<file path="src/rtl/rpt_xfer_pkg.sv">
package rpt_xfer_pkg;

    typedef enum logic [2:0] {
        S_IDLE,
        S_RD_REQ,
        S_RD_WAIT,
        S_WR_REQ,
        S_WBACK
    } seq_state_t;

    localparam logic [1:0] STEP_INC = 2'b10;
    localparam logic [1:0] STEP_DEC = 2'b11;

    function automatic logic [3:0] unit_bytes(input logic [1:0] sz);
        unique case (sz)
            2'b00:   return 4'd1;
            2'b01:   return 4'd2;
            default: return 4'd4;
        endcase
    endfunction

    function automatic logic step_moves(input logic [1:0] mode);
        return mode[1];
    endfunction

endpackage

</file>
<file path="src/rtl/rpt_addr_reg.sv">
module rpt_addr_reg
    import rpt_xfer_pkg::*;
#(
    parameter int AW = 32
) (
    input  logic          clk,
    input  logic          rst_n,
    input  logic          load,
    input  logic [AW-1:0] load_addr,
    input  logic          advance,
    input  logic          restore,
    input  logic [1:0]    mode,
    input  logic [1:0]    size,
    output logic [AW-1:0] addr
);

    logic [AW-1:0] shadow_q;
    logic [AW-1:0] step_amt;
    logic [AW-1:0] addr_next;

    assign step_amt = AW'(unit_bytes(size));

    always_comb begin
        unique case (mode)
            STEP_INC: addr_next = addr + step_amt;
            STEP_DEC: addr_next = addr - step_amt;
            default:  addr_next = addr;
        endcase
    end

    always_ff @(posedge clk) begin
        if (!rst_n) begin
            addr     <= '0;
            shadow_q <= '0;
        end else if (load) begin
            addr     <= load_addr;
            shadow_q <= load_addr;
        end else if (advance) begin
            addr <= restore ? shadow_q : addr_next;
        end
    end

endmodule

</file>
<file path="src/rtl/rpt_block_count.sv">
module rpt_block_count #(
    parameter int CW = 8
) (
    input  logic          clk,
    input  logic          rst_n,
    input  logic          load,
    input  logic [CW-1:0] load_val,
    input  logic          advance,
    output logic [CW-1:0] work,
    output logic [CW-1:0] reload,
    output logic          last
);

    localparam logic [CW-1:0] ONE = CW'(1);

    assign last = (work == ONE);

    always_ff @(posedge clk) begin
        if (!rst_n) begin
            work   <= '0;
            reload <= '0;
        end else if (load) begin
            work   <= load_val;
            reload <= load_val;
        end else if (advance) begin
            work <= last ? reload : work - ONE;
        end
    end

endmodule

</file>
<file path="src/rtl/rpt_seq_fsm.sv">
module rpt_seq_fsm
    import rpt_xfer_pkg::*;
(
    input  logic clk,
    input  logic rst_n,
    input  logic req,
    input  logic mem_ready,
    input  logic mem_rvalid,
    output logic mem_valid,
    output logic mem_we,
    output logic capture,
    output logic advance,
    output logic wb_phase,
    output logic busy
);

    seq_state_t state, state_nx;

    always_ff @(posedge clk) begin
        if (!rst_n) state <= S_IDLE;
        else        state <= state_nx;
    end

    always_comb begin
        state_nx = state;
        unique case (state)
            S_IDLE:    if (req)        state_nx = S_RD_REQ;
            S_RD_REQ:  if (mem_ready)  state_nx = S_RD_WAIT;
            S_RD_WAIT: if (mem_rvalid) state_nx = S_WR_REQ;
            S_WR_REQ:  if (mem_ready)  state_nx = S_WBACK;
            S_WBACK:                   state_nx = S_IDLE;
            default:                   state_nx = S_IDLE;
        endcase
    end

    always_comb begin
        mem_valid = 1'b0;
        mem_we    = 1'b0;
        capture   = 1'b0;
        advance   = 1'b0;
        wb_phase  = 1'b0;
        busy      = 1'b1;
        unique case (state)
            S_IDLE:    busy = 1'b0;
            S_RD_REQ:  mem_valid = 1'b1;
            S_RD_WAIT: capture = mem_rvalid;
            S_WR_REQ: begin
                mem_valid = 1'b1;
                mem_we    = 1'b1;
                advance   = mem_ready;
            end
            S_WBACK:   wb_phase = 1'b1;
            default:   busy = 1'b0;
        endcase
    end

endmodule

</file>
<file path="src/rtl/rpt_xfer_seq.sv">
module rpt_xfer_seq
    import rpt_xfer_pkg::*;
#(
    parameter int AW = 32,
    parameter int DW = 32,
    parameter int CW = 8
) (
    input  logic          clk,
    input  logic          rst_n,
    input  logic          cfg_load,
    input  logic [AW-1:0] cfg_src_addr,
    input  logic [AW-1:0] cfg_dst_addr,
    input  logic [CW-1:0] cfg_count,
    input  logic [1:0]    cfg_size,
    input  logic          cfg_rpt_src,
    input  logic [1:0]    cfg_src_step,
    input  logic [1:0]    cfg_dst_step,
    input  logic          cfg_irq_each,
    input  logic          cfg_wb_off,
    input  logic          req,
    output logic          busy,
    output logic          done,
    output logic          irq,
    output logic          mem_valid,
    input  logic          mem_ready,
    output logic          mem_we,
    output logic [AW-1:0] mem_addr,
    output logic [1:0]    mem_size,
    output logic [DW-1:0] mem_wdata,
    input  logic          mem_rvalid,
    input  logic [DW-1:0] mem_rdata,
    output logic          wb_valid,
    output logic          wb_src_en,
    output logic          wb_dst_en,
    output logic [AW-1:0] wb_src_addr,
    output logic [AW-1:0] wb_dst_addr,
    output logic [CW-1:0] wb_count,
    output logic [CW-1:0] wb_reload
);

    localparam int NSIDE = 2;   // 0: source, 1: destination

    logic          load_ok;
    logic          capture, advance, wb_phase;
    logic          blk_last;
    logic [1:0]    size_q;
    logic          rpt_src_q, irq_each_q, wb_off_q;
    logic [1:0]    step_q  [NSIDE];
    logic [AW-1:0] side_addr [NSIDE];
    logic [AW-1:0] side_init [NSIDE];
    logic [1:0]    side_step [NSIDE];
    logic [DW-1:0] data_q;

    assign load_ok = cfg_load && !busy;
    assign side_init[0] = cfg_src_addr;
    assign side_init[1] = cfg_dst_addr;
    assign side_step[0] = cfg_src_step;
    assign side_step[1] = cfg_dst_step;

    always_ff @(posedge clk) begin
        if (!rst_n) begin
            size_q     <= '0;
            rpt_src_q  <= 1'b0;
            irq_each_q <= 1'b0;
            wb_off_q   <= 1'b0;
        end else if (load_ok) begin
            size_q     <= cfg_size;
            rpt_src_q  <= cfg_rpt_src;
            irq_each_q <= cfg_irq_each;
            wb_off_q   <= cfg_wb_off;
        end
    end

    rpt_seq_fsm u_fsm (
        .clk        (clk),
        .rst_n      (rst_n),
        .req        (req),
        .mem_ready  (mem_ready),
        .mem_rvalid (mem_rvalid),
        .mem_valid  (mem_valid),
        .mem_we     (mem_we),
        .capture    (capture),
        .advance    (advance),
        .wb_phase   (wb_phase),
        .busy       (busy)
    );

    rpt_block_count #(.CW(CW)) u_count (
        .clk      (clk),
        .rst_n    (rst_n),
        .load     (load_ok),
        .load_val (cfg_count),
        .advance  (advance),
        .work     (wb_count),
        .reload   (wb_reload),
        .last     (blk_last)
    );

    for (genvar s = 0; s < NSIDE; s++) begin : g_side
        logic is_rpt;
        assign is_rpt = (s == 0) ? rpt_src_q : !rpt_src_q;

        always_ff @(posedge clk) begin
            if (!rst_n)       step_q[s] <= '0;
            else if (load_ok) step_q[s] <= side_step[s];
        end

        rpt_addr_reg #(.AW(AW)) u_addr (
            .clk       (clk),
            .rst_n     (rst_n),
            .load      (load_ok),
            .load_addr (side_init[s]),
            .advance   (advance),
            .restore   (is_rpt && blk_last),
            .mode      (step_q[s]),
            .size      (size_q),
            .addr      (side_addr[s])
        );
    end

    always_ff @(posedge clk) begin
        if (!rst_n)       data_q <= '0;
        else if (capture) data_q <= mem_rdata;
    end

    assign mem_addr    = mem_we ? side_addr[1] : side_addr[0];
    assign mem_size    = size_q;
    assign mem_wdata   = data_q;
    assign done        = wb_phase;
    assign irq         = wb_phase && irq_each_q;
    assign wb_valid    = wb_phase && !wb_off_q;
    assign wb_src_en   = wb_valid && step_moves(step_q[0]);
    assign wb_dst_en   = wb_valid && step_moves(step_q[1]);
    assign wb_src_addr = side_addr[0];
    assign wb_dst_addr = side_addr[1];

endmodule

</file>
<file path="config.mk">
export PLATFORM = sky130hd
export DESIGN_NAME = rpt_xfer_seq
export DESIGN_NICKNAME = d
export VERILOG_FILES = /design/src/rtl/rpt_xfer_pkg.sv /design/src/rtl/rpt_addr_reg.sv /design/src/rtl/rpt_block_count.sv /design/src/rtl/rpt_seq_fsm.sv /design/src/rtl/rpt_xfer_seq.sv
export SDC_FILE = /design/constraint.sdc
export NUM_CORES = 1
export LEC_CHECK = 0
export BUFFER_PORTS_ARGS = -buffer_cell sky130_fd_sc_hd__buf_2
export CAP_MARGIN = 30
export CORE_ASPECT_RATIO = 0.8
export CORE_UTILIZATION = 56
export CTS_BUF_LIST = sky130_fd_sc_hd__clkbuf_4
export DETAILED_ROUTE_END_ITERATION = 8
export PLACE_DENSITY = 0.87
export SYNTH_ARGS = -nofsm -noshare
export SYNTH_HDL_FRONTEND = slang
export SYNTH_SLANG_ARGS = --single-unit
</file>
<file path="constraint.sdc">
create_clock -name clk -period 4 [get_ports clk]
set_input_delay 0.4 -clock clk [delete_from_list [all_inputs] [get_ports clk]]
set_output_delay 0.4 -clock clk [all_outputs]
set_load 0.03 [all_outputs]
</file>
Yosys cells after proc, flatten, opt, wreduce, memory -nomap -nowiden:

Memory sizes are Yosys's and may differ from the RTL's.
Index checks and enable logic that the tools add are counted.

* flip-flop bits (word level): 184
* memory bits (writable): 4
* bits of input ports: 119
* output and inout bits: 154
* word-level logic and storage cells: 84
* memories kept: 1

* $add $sub $neg: 5
* equality and inequality tests: 14
* mux-type cells: 30
* bitwise logic cells: 2
* reductions and logical operators: 20

Memory list
* step_q: words 2, width 2, read ports 2, clocked after Yosys merged registers in 0, write ports 2, line rpt_xfer_seq.sv:48 `logic [1:0] step_q [NSIDE];`

Operator list (count)
* 32-bit two-way mux: 7
* 32-bit one-hot mux with 2 select lines: 2
* 32-bit by 3-bit adder with 32-bit output: 2
* 32-bit by 3-bit subtractor with 32-bit output: 2
* 8-bit two-way mux: 3
* 3-bit two-way mux: 4
* 3-bit one-hot mux with 4 select lines: 1
* 1-bit two-way mux: 10
* 2-bit == test, second input constant: 4
* 8-bit by 1-bit == test with 1-bit output, second input constant: 1
* 2-bit != test, second input constant: 4
* 4-bit nonzero test: 2
* 8-bit by 1-bit subtractor with 8-bit output, second input constant: 1
* 1-bit logical AND: 7
* 3-bit by 2-bit == test with 1-bit output, second input constant: 2
* 3-bit one-hot mux with 2 select lines: 1
* 2-bit two-way mux: 2
* 2-bit AND reduction: 2
* 4-bit AND reduction: 1
* 4-bit OR reduction: 1
* 3-bit by 1-bit == test with 1-bit output, second input constant: 1
* 3-bit == test, second input constant: 1
* 1-bit zero test: 3
* 3-bit zero test: 1
* 5 further kinds: 6

Logic depth before layout (Yosys ltp):

Gate-level depths: netlist of run 1.

* word-level depth: 9
* mapped depth: 13
* depth with buffers taken out: 13

Hierarchy:

Synthesis of run 1 repeated with hierarchy kept, for this count alone.

* cells, all modules: 1410
* area total of the unflattened synthesis: 12221.7 µm²

Modules (own cells, without submodules)
* rpt_addr_reg at g_side[0].u_addr: instances 1, cells an instance 561, area each 4528.1 µm², sequential area each 1281.2 µm²
* rpt_addr_reg at g_side[1].u_addr: instances 1, cells an instance 553, area each 4479.3 µm², sequential area each 1281.2 µm²
* rpt_xfer_seq: instances 1, cells an instance 178, area each 2174.6 µm², sequential area each 860.8 µm²
* rpt_block_count: instances 1, cells an instance 98, area each 872.1 µm², sequential area each 320.3 µm²
* rpt_seq_fsm: instances 1, cells an instance 20, area each 167.7 µm², sequential area each 60.1 µm²

Worst setup path before layout of run 1:

No wires, ideal clock.

* kind: register -> register
* from: mem step_q[1][1]
* to: reg g_side[1].u_addr.addr[31]
* setup time: 0.126 ns
* data arrival time: 3.261 ns
* required time: 3.874 ns
* path slack: 0.613 ns
* stages on the path, launching flop included: 13
* path buffers: 0
* period minus slack after synthesis: 3.387 ns
* cell sequence: edfxtp_1 -> nand2_1 -> inv_1 -> ha_1 -> a21o_1 -> or3_1 -> o21ai_1 -> o21ai_1 -> a21o_1 -> a41oi_1 -> nor2b_1 -> o41ai_1 -> nor3_1

RTL lines
* from (decl): line rpt_xfer_seq.sv:48
* to (signal assigned): line rpt_addr_reg.sv:36 `addr <= load_addr;`
* to (signal assigned): line rpt_addr_reg.sv:39 `addr <= restore ? shadow_q : addr_next;`
* to (decl): line rpt_addr_reg.sv:14 `output logic [AW-1:0] addr`

==> flow_summary.toml, run 1 <==
[synth]
synth_async_sr_flop_share = 0
syn_area_per_cell_sq_um = 7.612
syn_nets = 1702
yosysWarnings = 0
synthMuxAreaShare = 0.03164
synth_simple_gate_area_frac = 0.2022
synth-xor-area-share = 0.04399
synth_area_sq_um = 11550
synth_fa_ha_area_frac = 0.07281
synth-main-ff-cell = "dfxtp_1"
synth_edf_count = 4
synth.yosys.seq_area_share = 0.3294
ys_types = 70
synth_top_family_by_area = "compound AO/OA/AOI/OAI gates"
synthCells = 1517
synth_compound_area_frac = 0.2794
yosys_register_bits = 188

[layout]
final_cell_mix = "nand2_1, buf_2, a21oi_1"
fillers = 1680
multi_input_area_sq_um = 7310
final_common_cell = "nand2_1"
layout-drive-gt1-share = 0.2116
syn2layout_area_growth_pct = 20.59
seq_area_sq_um = 3804
num-nets-final = 1968

[global_route]
overflow = 0
grt_pass1_wl_mm = 60.51
first_global_vias = 11569
antenna_found_initial = 4
grtUsageTotal = 0.3642
grt_start_max_net_pins = 100

[timing]
rsz0062_at_grt = "no"
final-setup-viol-count = 0
fin_crit_ns = 3.736
fin_ws_ns = 0.2640
slew_violations = 0
period_share = 0.9340
skew_ns = 0.02802
finalSetupTns_ns = 0
finalHoldViolations = 0
whs_ns = 0.01277
worst_slew_pin_slew_ns = 1.094
max_slew_margin = 0.2704
fmax_mhz = 267.7

[clock_network]
clock_latency_ns = 0.63
clk_pin_slew_worst_paths_ns = 0.20
numCtsBuffers = 17
cts_tree = "done"
ctsHtreeMaxLevel = 4
clockBufferDepth = 2
cts_setup_buffers = 0
cts.sinks = 188
root_buffer = "clkbuf_4"

[pwr]
p_leak_nw = 6.320
power_density_nw_per_um2 = 386.5
peakVddDrop_v = 0.0002441

[route]
drt_wl_total_mm = 39.61
antenna_left = 0
via_per_inst = 6.135
first_pass_iters = 6
drt_iter0_drc = 1462
drc = 0
wire_per_inst_um = 19.20
num_vias = 12657

[worst_setup_path]
startpoint_type = "flip-flop"
end_kind = "flip-flop"
crit_chain = "nand2_1, inv_1, ha_1, o21a_1, o31ai_1, a21oi_1, a31oi_4, o41ai_2, a31oi_1, o21ai_0, xnor2_1, a41oi_1"
critical_path.max_fanout = 15
slowest_delay_ns = 0.48
required_ns = 4.49
cp_slowest_cell = "edfxtp_1"
cp_num_buf_inv = 1
cp_top_family = "compound AO/OA/AOI/OAI gates"
critPathKind = "reg2reg"
critPathArrivalTime_ns = 4.23

[worst_hold_path]
hold_path.class = "in2reg"

[job]
drv_cap = 0

[floorplanning]
pin_count = 273
dieArea_sq_um = 21200
fp.dieW_um = 162.5
core_sq_um = 20030
start_util = 0.5765
die_h_um = 130.4
num_rows = 46

[placed_design]
hpwl_mm = 27.96
pre_cts_ws_ns = 0.3115
gp_congestion = 0.9376
port_buffers = 272

[status]
outcome = "complete, no violations"
-- worst register-to-register path: cells and delay by family (launching register included) --
family / cells / cell delay [ns]
AOI/OAI and AO/OA: 8 / 2.03
xor gates and xnor gates: 1 / 0.17
adders and majority gates: 1 / 0.45
buffers and inverters: 1 / 0.31
DFF: 1 / 0.48
and+or+nand+nor: 1 / 0.20
-- synthesized netlist by cell type (all sizes together), types with 8 or more instances --
cell type	count	area (sq um)
o21bai	8	60.06
buf	19	81.33
and3	12	75.07
a21boi	20	150.1
clkbuf	79	296.5
inv	24	90.09
nand2	356	1346
nor2b	15	93.84
a21oi	196	980.9
dfxtp	184	3684
a31oi	26	177.7
o221ai	18	157.7
o211ai	51	387.9
o21ai	87	435.4
a21o	33	247.7
xor2	25	219.0
and2	14	87.58
nor2	57	221.5
a221oi	8	76.32
mux2	28	315.3
nand3	25	130.1
nand2b	14	87.58
nor3	18	101.4
nand4	8	50.05
ha	64	800.8
xnor2	33	289.0
-- sequential cells by signal, summed over array words and instances, names as in the netlist --
name and cells:
g_side.is_rpt 1, g_side.u_addr.addr 64, g_side.u_addr.shadow_q 64, irq_each_q 1
mem_size 2, mem_wdata 32, step_q 4, u_count.reload 8
u_count.work 8, u_fsm.state 3, wb_off_q 1
-- final timing paths --
check	endpoint	cells past startpoint	start	slack [ns]
worst max-delay path	g_side[0].u_addr.addr[25]	12	step_q[0][1]	0.26
worst min register to register	g_side[1].u_addr.shadow_q[24]	2	g_side[1].u_addr.shadow_q[24]	0.46
worst min-delay path	g_side[1].u_addr.shadow_q[8]	3	cfg_dst_addr[8]	0.01
worst max register to register	g_side[0].u_addr.addr[25]	12	step_q[0][1]	0.26
-- where the power goes --
group          leakage, nW  switching [W]  internal (W)
sequential            1.55       0.000219       0.00206
clock                0.155       0.000799      0.000284
combinational         4.62        0.00132      0.000701
total                 6.32        0.00234       0.00305
-- repair_timing --
action	4_1_cts	5_1_grt
hold buffers	44	6
resized for setup	0	1
setup endpoints to repair	0	3
endpoints found under the hold margin	44	6
-- through the flow --
| stage | instances | instance area (sq um) | util | total power (W) |
|---|---|---|---|---|
| finish | 2063 | 13920 | 0.6952 | 0.005381 |
| global route | 2063 | 13920 | 0.6952 | 0.005640 |
| detailed placement | 1978 | 13130 | 0.6554 | 0.004251 |
| CTS | 2054 | 13850 | 0.6915 | 0.005338 |
| floorplan | 1517 | 11550 | - | 0.003628 |
| global placement | 1976 | 13070 | 0.6526 | 0.004199 |
-- per-layer routing --
| metal | vias to the layer above | wire [um] | global-route usage |
|---|---|---|---|
| met4 | 2 | 1771 | 0.1737 |
| met2 | 737 | 17810 | 0.5920 |
| li1 | 5974 | - | - |
| met3 | 105 | 4273 | 0.08396 |
| met1 | 5839 | 15750 | 0.4604 |
| met5 | - | 13 | 0 |
-- cells by family (layout without fill, tap and decap cells) --
kind of cell,after synthesis,count (layout)
and+or+nand+nor,539,539
AOI/OAI and AO/OA,511,511
DFF,188,188
buffers and inverters,122,401
adders and majority gates,66,66
xor gates and xnor gates,58,58
muxes,33,33
other,0,3
-- final cells by class --
| class | instances | share of cell area |
|---|---|---|
| inverters | 24 | 0.006559 |
| repair buffers | 345 | 0.1508 |
| multi-input cells | 1207 | 0.5249 |
| clock buffers | 17 | 0.009165 |
| flip-flops and latches | 188 | 0.2732 |
| well taps | 264 | 0.02372 |
| diodes | 3 | 0.0005391 |
| clock inverters | 15 | 0.01114 |
No activity file was read; power rests on OpenSTA's default activity.
==> run 2, diff against run 1 <==
--- a/config.mk
+++ b/config.mk
@@ -8,9 +8,11 @@
 export BUFFER_PORTS_ARGS = -buffer_cell sky130_fd_sc_hd__buf_2
 export CAP_MARGIN = 30
+export CELL_PAD_IN_SITES_DETAIL_PLACEMENT = 0
+export CELL_PAD_IN_SITES_GLOBAL_PLACEMENT = 2
 export CORE_ASPECT_RATIO = 0.8
-export CORE_UTILIZATION = 56
+export CORE_UTILIZATION = 32
 export CTS_BUF_LIST = sky130_fd_sc_hd__clkbuf_4
 export DETAILED_ROUTE_END_ITERATION = 8
-export PLACE_DENSITY = 0.87
+export PLACE_DENSITY = 0.88
 export SYNTH_ARGS = -nofsm -noshare
 export SYNTH_HDL_FRONTEND = slang
==> constraint.sdc (replaced) <==
create_clock -name clk -period 4 [get_ports clk]
set_input_delay 0.4 -clock clk [delete_from_list [all_inputs] [get_ports clk]]
set_output_delay 0.4 -clock clk [all_outputs]
set_load 0.005 [all_outputs]
==> run 2 against run 1 <==
Compared with the run above:
- worst setup slack better by 0.047 ns
- global-route usage down 13 points
- largest cell class unchanged
- via count decreased by 1.6%
- highest routed layer unchanged
- wire length is 11% higher
==> flow_summary.toml, run 2 (synthesized netlist as in run 1, its figures left out) <==
[status]
outcome = "complete, no violations"

[clock_network]
root_buffer = "clkbuf_4"
cts.sinks = 188
ctsHtreeMaxLevel = 4
clock_latency_ns = 0.65
clk_pin_slew_worst_paths_ns = 0.17
numCtsBuffers = 17
clockBufferDepth = 2
cts_tree = "done"

[placed_design]
placed_cells = 2194
hpwl_mm = 32.13
port_buffers = 272
gp_congestion = 0.8406
placed_area_sq_um = 13400

[route]
antenna_left = 0
num_vias = 12451
drt_iter0_drc = 925
drt_wl_total_mm = 44.11
drc = 0
first_pass_iters = 5
wire_per_inst_um = 18.87
via_per_inst = 5.325

[floorplanning]
core_sq_um = 35110
die_h_um = 171.9
num_rows = 61
start_util = 0.3289
dieArea_sq_um = 36850
fp.dieW_um = 214.4
pin_count = 273

[global_route]
grt_pass1_wl_mm = 67.18
grt_start_max_net_pins = 74
antenna_found_initial = 3
first_global_vias = 11578
overflow = 0
grtUsageTotal = 0.2344

[timing]
fmax_mhz = 271.1
max_slew_margin = 0.4810
period_share = 0.9222
slew_violations = 0
finalSetupTns_ns = 0
worst_slew_pin_slew_ns = 0.7785
rsz0062_at_grt = "no"
skew_ns = 0.02412
final-setup-viol-count = 0
finalHoldViolations = 0
fin_crit_ns = 3.689

[layout]
final_cell_mix = "nand2_1, buf_2, a21oi_1"
postLayoutCellArea_sq_um = 14790
final_core_util = 0.4213
seq_area_sq_um = 3804
syn2layout_area_growth_pct = 28.10
fin_cells = 2338
final_common_cell = "nand2_1"
num-nets-final = 2036
multi_input_area_sq_um = 7313
fillers = 3655
layout-drive-gt1-share = 0.2124

[worst_setup_path]
endpoint = "g_side[0].u_addr.addr[31]"
critPathArrivalTime_ns = 4.23
end_kind = "flip-flop"
r2r-start = "step_q[0][1]"
rrSetupSlack_ns = 0.31
critPathKind = "reg2reg"
r2r_end = "g_side[0].u_addr.addr[31]"
critPathLaunch = "step_q[0][1]"
critical_path.max_fanout = 8
required_ns = 4.54
startpoint_type = "flip-flop"
ff2ff_path_depth = 13

[worst_hold_path]
hold_path.class = "in2reg"

[pwr]
peakVddDrop_v = 0.0002006
swShare = 0.4069
p_seq_frac = 0.440
clkPwrFrac = 0.213
total_power_w = 0.005194
p_leak_nw = 6.572
p_switching_w = 0.002113
power_density_nw_per_um2 = 351.2
combPwrFrac = 0.347
p_int_w = 0.003081

[job]
drv_cap = 0
==> run 2: worst min-delay path by stage <==
stage / startpoint / cells past startpoint / end
floorplan: irq_each_q / 2 / irq_each_q
global placement: g_side[0].u_addr.shadow_q[29] / 2 / g_side[0].u_addr.shadow_q[29]
finish: cfg_src_step[1] / 2 / step_q[0][1]
CTS: cfg_src_step[1] / 2 / step_q[0][1]
detailed placement: g_side[1].u_addr.shadow_q[19] / 2 / g_side[1].u_addr.shadow_q[19]
global route: cfg_src_step[0] / 2 / step_q[0][0]
==> run 2: what timing repair did <==
item,4_1_cts,5_1_grt
setup endpoints to repair,0,3
gates resized for setup,0,4
hold buffers,105,1
endpoints found under the hold margin,119,1
setup buffers,0,4
==> run 2: critical path, stage by stage, from the launching register on <==
cell and delay [ns]:
edfxtp_1 0.49, nand2_2 0.20, clkinvlp_4 0.17, buf_4 0.20, ha_1 0.34, a21oi_1 0.15, o21ai_0 0.12, a221o_1 0.37
a31oi_4 0.26, o41ai_2 0.16, a41o_1 0.32, a221oi_2 0.29, mux2i_1 0.13, o41ai_1 0.38
==> run 2: cell type report <==
type | instances | area share
tap | 472 | 0.03993
inverter | 24 | 0.006513
clock inverter | 15 | 0.01015
multi-input combinational | 1207 | 0.4944
antenna | 2 | 0.0003384
timing repair buffer | 413 | 0.1829
clock buffer | 17 | 0.008628
sequential | 188 | 0.2571
==> run 2: metrics by stage <==
| stage | worst slack [ns] | hold WS (ns) |
|---|---|---|
| floorplan | 0.6128 | 0.4317 |
| detailed placement | 0.2541 | 0.4441 |
| finish | 0.3111 | 0.05941 |
| global placement | 0.4030 | 0.4386 |
| CTS | 0.2130 | 0.003928 |
| global route | 0.06234 | 0.008069 |
==> run 2: metal layers <==
| metal | global-route usage | part of all wire | vias up |
|---|---|---|---|
| met5 | 0 | 0.00029 | - |
| met4 | 0.05932 | 0.017 | 2 |
| met3 | 0.05664 | 0.067 | 41 |
| met2 | 0.3635 | 0.43 | 392 |
| met1 | 0.3248 | 0.48 | 5920 |
| li1 | - | - | 6096 |
==> run 2: power groups by stage <==
stage	clock network (W)	logic, W	registers (W)
after global placement	0	0.00168	0.00233
after CTS	0.00115	0.00179	0.00229
after detailed placement	0	0.00170	0.00233
final	0.00111	0.00180	0.00229
after floorplan	0	0.00110	0.00223
after global routing	0.00122	0.00199	0.00231
==> run 3, diff against run 2 <==
- BUFFER_PORTS_ARGS: -buffer_cell sky130_fd_sc_hd__buf_2 -> default
- CORE_MARGIN: default -> 2
- CORE_UTILIZATION: 32 -> 37
- DONT_BUFFER_PORTS: default -> 1
- PLACE_DENSITY: 0.88 -> 0.86
==> run 3 against run 2 <==
Compared with the run above:
- worst setup slack lost 0.13 ns
- register-to-register slack worse by 0.13 ns
- wire length fell by 5.0%
- global-route usage grew 1.9 points
- critical path depth is 1 lower
- clock skew increased by 0.0066 ns
- count of clock-buffer cells in the layout is the same
- flip-flop and latch count unchanged
==> flow_summary.toml, run 3 (synthesized netlist as in run 1, its figures left out) <==
[global_route]
grt_start_max_net_pins = 76
antenna_found_initial = 3
grtUsageTotal = 0.2537
grt_pass1_wl_mm = 64.27
first_global_vias = 10901
overflow = 0

[placed_design]
placed_area_sq_um = 11960
hpwl_mm = 29.71
placed_cells = 1860
gp_congestion = 0.8563
port_buffers = 0

[worst_setup_path]
end_kind = "flip-flop"
critical_path.max_fanout = 13
critPathKind = "reg2reg"
critPathArrivalTime_ns = 4.36
required_ns = 4.54
startpoint_type = "flip-flop"

[clock_network]
clockBufferDepth = 2
numCtsBuffers = 17
clk_pin_slew_worst_paths_ns = 0.17
clock_latency_ns = 0.67
cts.sinks = 188
root_buffer = "clkbuf_4"
cts_tree = "done"
ctsHtreeMaxLevel = 4

[pwr]
p_leak_nw = 5.327
peakVddDrop_v = 0.0003238
power_density_nw_per_um2 = 374.8

[route]
drt_wl_total_mm = 41.90
drc = 0
num_vias = 11303
wire_per_inst_um = 20.83
via_per_inst = 5.621
first_pass_iters = 5
antenna_left = 0
drt_iter0_drc = 942

[layout]
layout-drive-gt1-share = 0.07138
postLayoutCellArea_sq_um = 13450
fin_cells = 2011
num-nets-final = 1769
final_cell_mix = "nand2_1, a21oi_1, dfxtp_1"
final_common_cell = "nand2_1"
fillers = 3105
syn2layout_area_growth_pct = 16.51

[timing]
max_slew_margin = 0.4536
worst_slew_pin_slew_ns = 0.8196
whs_ns = 0.07723
period_share = 0.9547
finalSetupTns_ns = 0
finalHoldViolations = 0
slew_violations = 0
fmax_mhz = 261.9
rsz0062_at_grt = "no"
fin_crit_ns = 3.819
skew_ns = 0.03069
final-setup-viol-count = 0

[job]
drv_cap = 0

[floorplanning]
core_sq_um = 30520
dieArea_sq_um = 32650
die_h_um = 162.0
num_rows = 57
start_util = 0.3783
pin_count = 273
fp.dieW_um = 201.5

[worst_hold_path]
hold_path.class = "in2reg"

[status]
outcome = "complete, no violations"
## run 3: worst max-delay path, stage by stage (launching register included)
cell and delay, ns:
edfxtp_1 0.47, nand2_1 0.22, inv_1 0.28, ha_1 0.43
o21a_1 0.13, o31ai_1 0.11, a21oi_1 0.38, a31oi_4 0.17
o41ai_2 0.55, a31oi_1 0.22, o21ai_0 0.43, xnor2_1 0.17
a41oi_1 0.13
## run 3: worst paths after layout
path	startpoint	endpoint	slack (ns)	cells after the start
max	step_q[0][1]	g_side[0].u_addr.addr[25]	0.18	12
min	cfg_dst_addr[23]	g_side[1].u_addr.addr[23]	0.08	4
max reg2reg	step_q[0][1]	g_side[0].u_addr.addr[25]	0.18	12
min reg2reg	g_side[0].u_addr.shadow_q[29]	g_side[0].u_addr.shadow_q[29]	0.46	2
## run 3: repair_timing
action | CTS | global route
resized for setup | 0 | 1
hold buffers | 118 | 0
setup buffers | 0 | 0
endpoints found under the setup margin | 0 | 1
endpoints found under the hold margin | 186 | 0
## run 3: metal layers
metal,up-vias,GRT usage,part of all wire
li1,5563,-,-
met4,2,0.05414,0.014
met1,5327,0.3356,0.46
met3,31,0.06822,0.077
met5,-,0,0.00031
met2,380,0.4155,0.45
## run 3: per-stage QoR
step,total power [W],util,setup WS [ns]
detailed placement,0.003809,0.3917,0.2675
finish,0.005043,0.4408,0.1811
global route,0.005360,0.4408,0.02064
global placement,0.003790,0.3908,0.3523
CTS,0.005092,0.4404,0.2474
floorplan,0.003336,-,0.6128
## run 3: cell type report
type	count	area (sq um)	area share
multi-input combinational	1207	7310	0.5433
sequential	188	3804	0.2827
timing repair buffer	146	1441	0.1071
tap	413	516.7	0.03841
clock inverter	15	160.2	0.01190
clock buffer	17	127.6	0.009486
inverter	24	92.59	0.006882
antenna	1	2.502	0.0001860
## run 3: power breakdown
| group | internal [W] | total (W) | leakage, nW | switching (W) |
|---|---|---|---|---|
| combinational | 0.000610 | 0.00157 | 3.64 | 0.000960 |
| sequential | 0.00206 | 0.00232 | 1.55 | 0.000261 |
| clock | 0.000380 | 0.00115 | 0.144 | 0.000772 |
| total | 0.00305 | 0.00504 | 5.33 | 0.00199 |
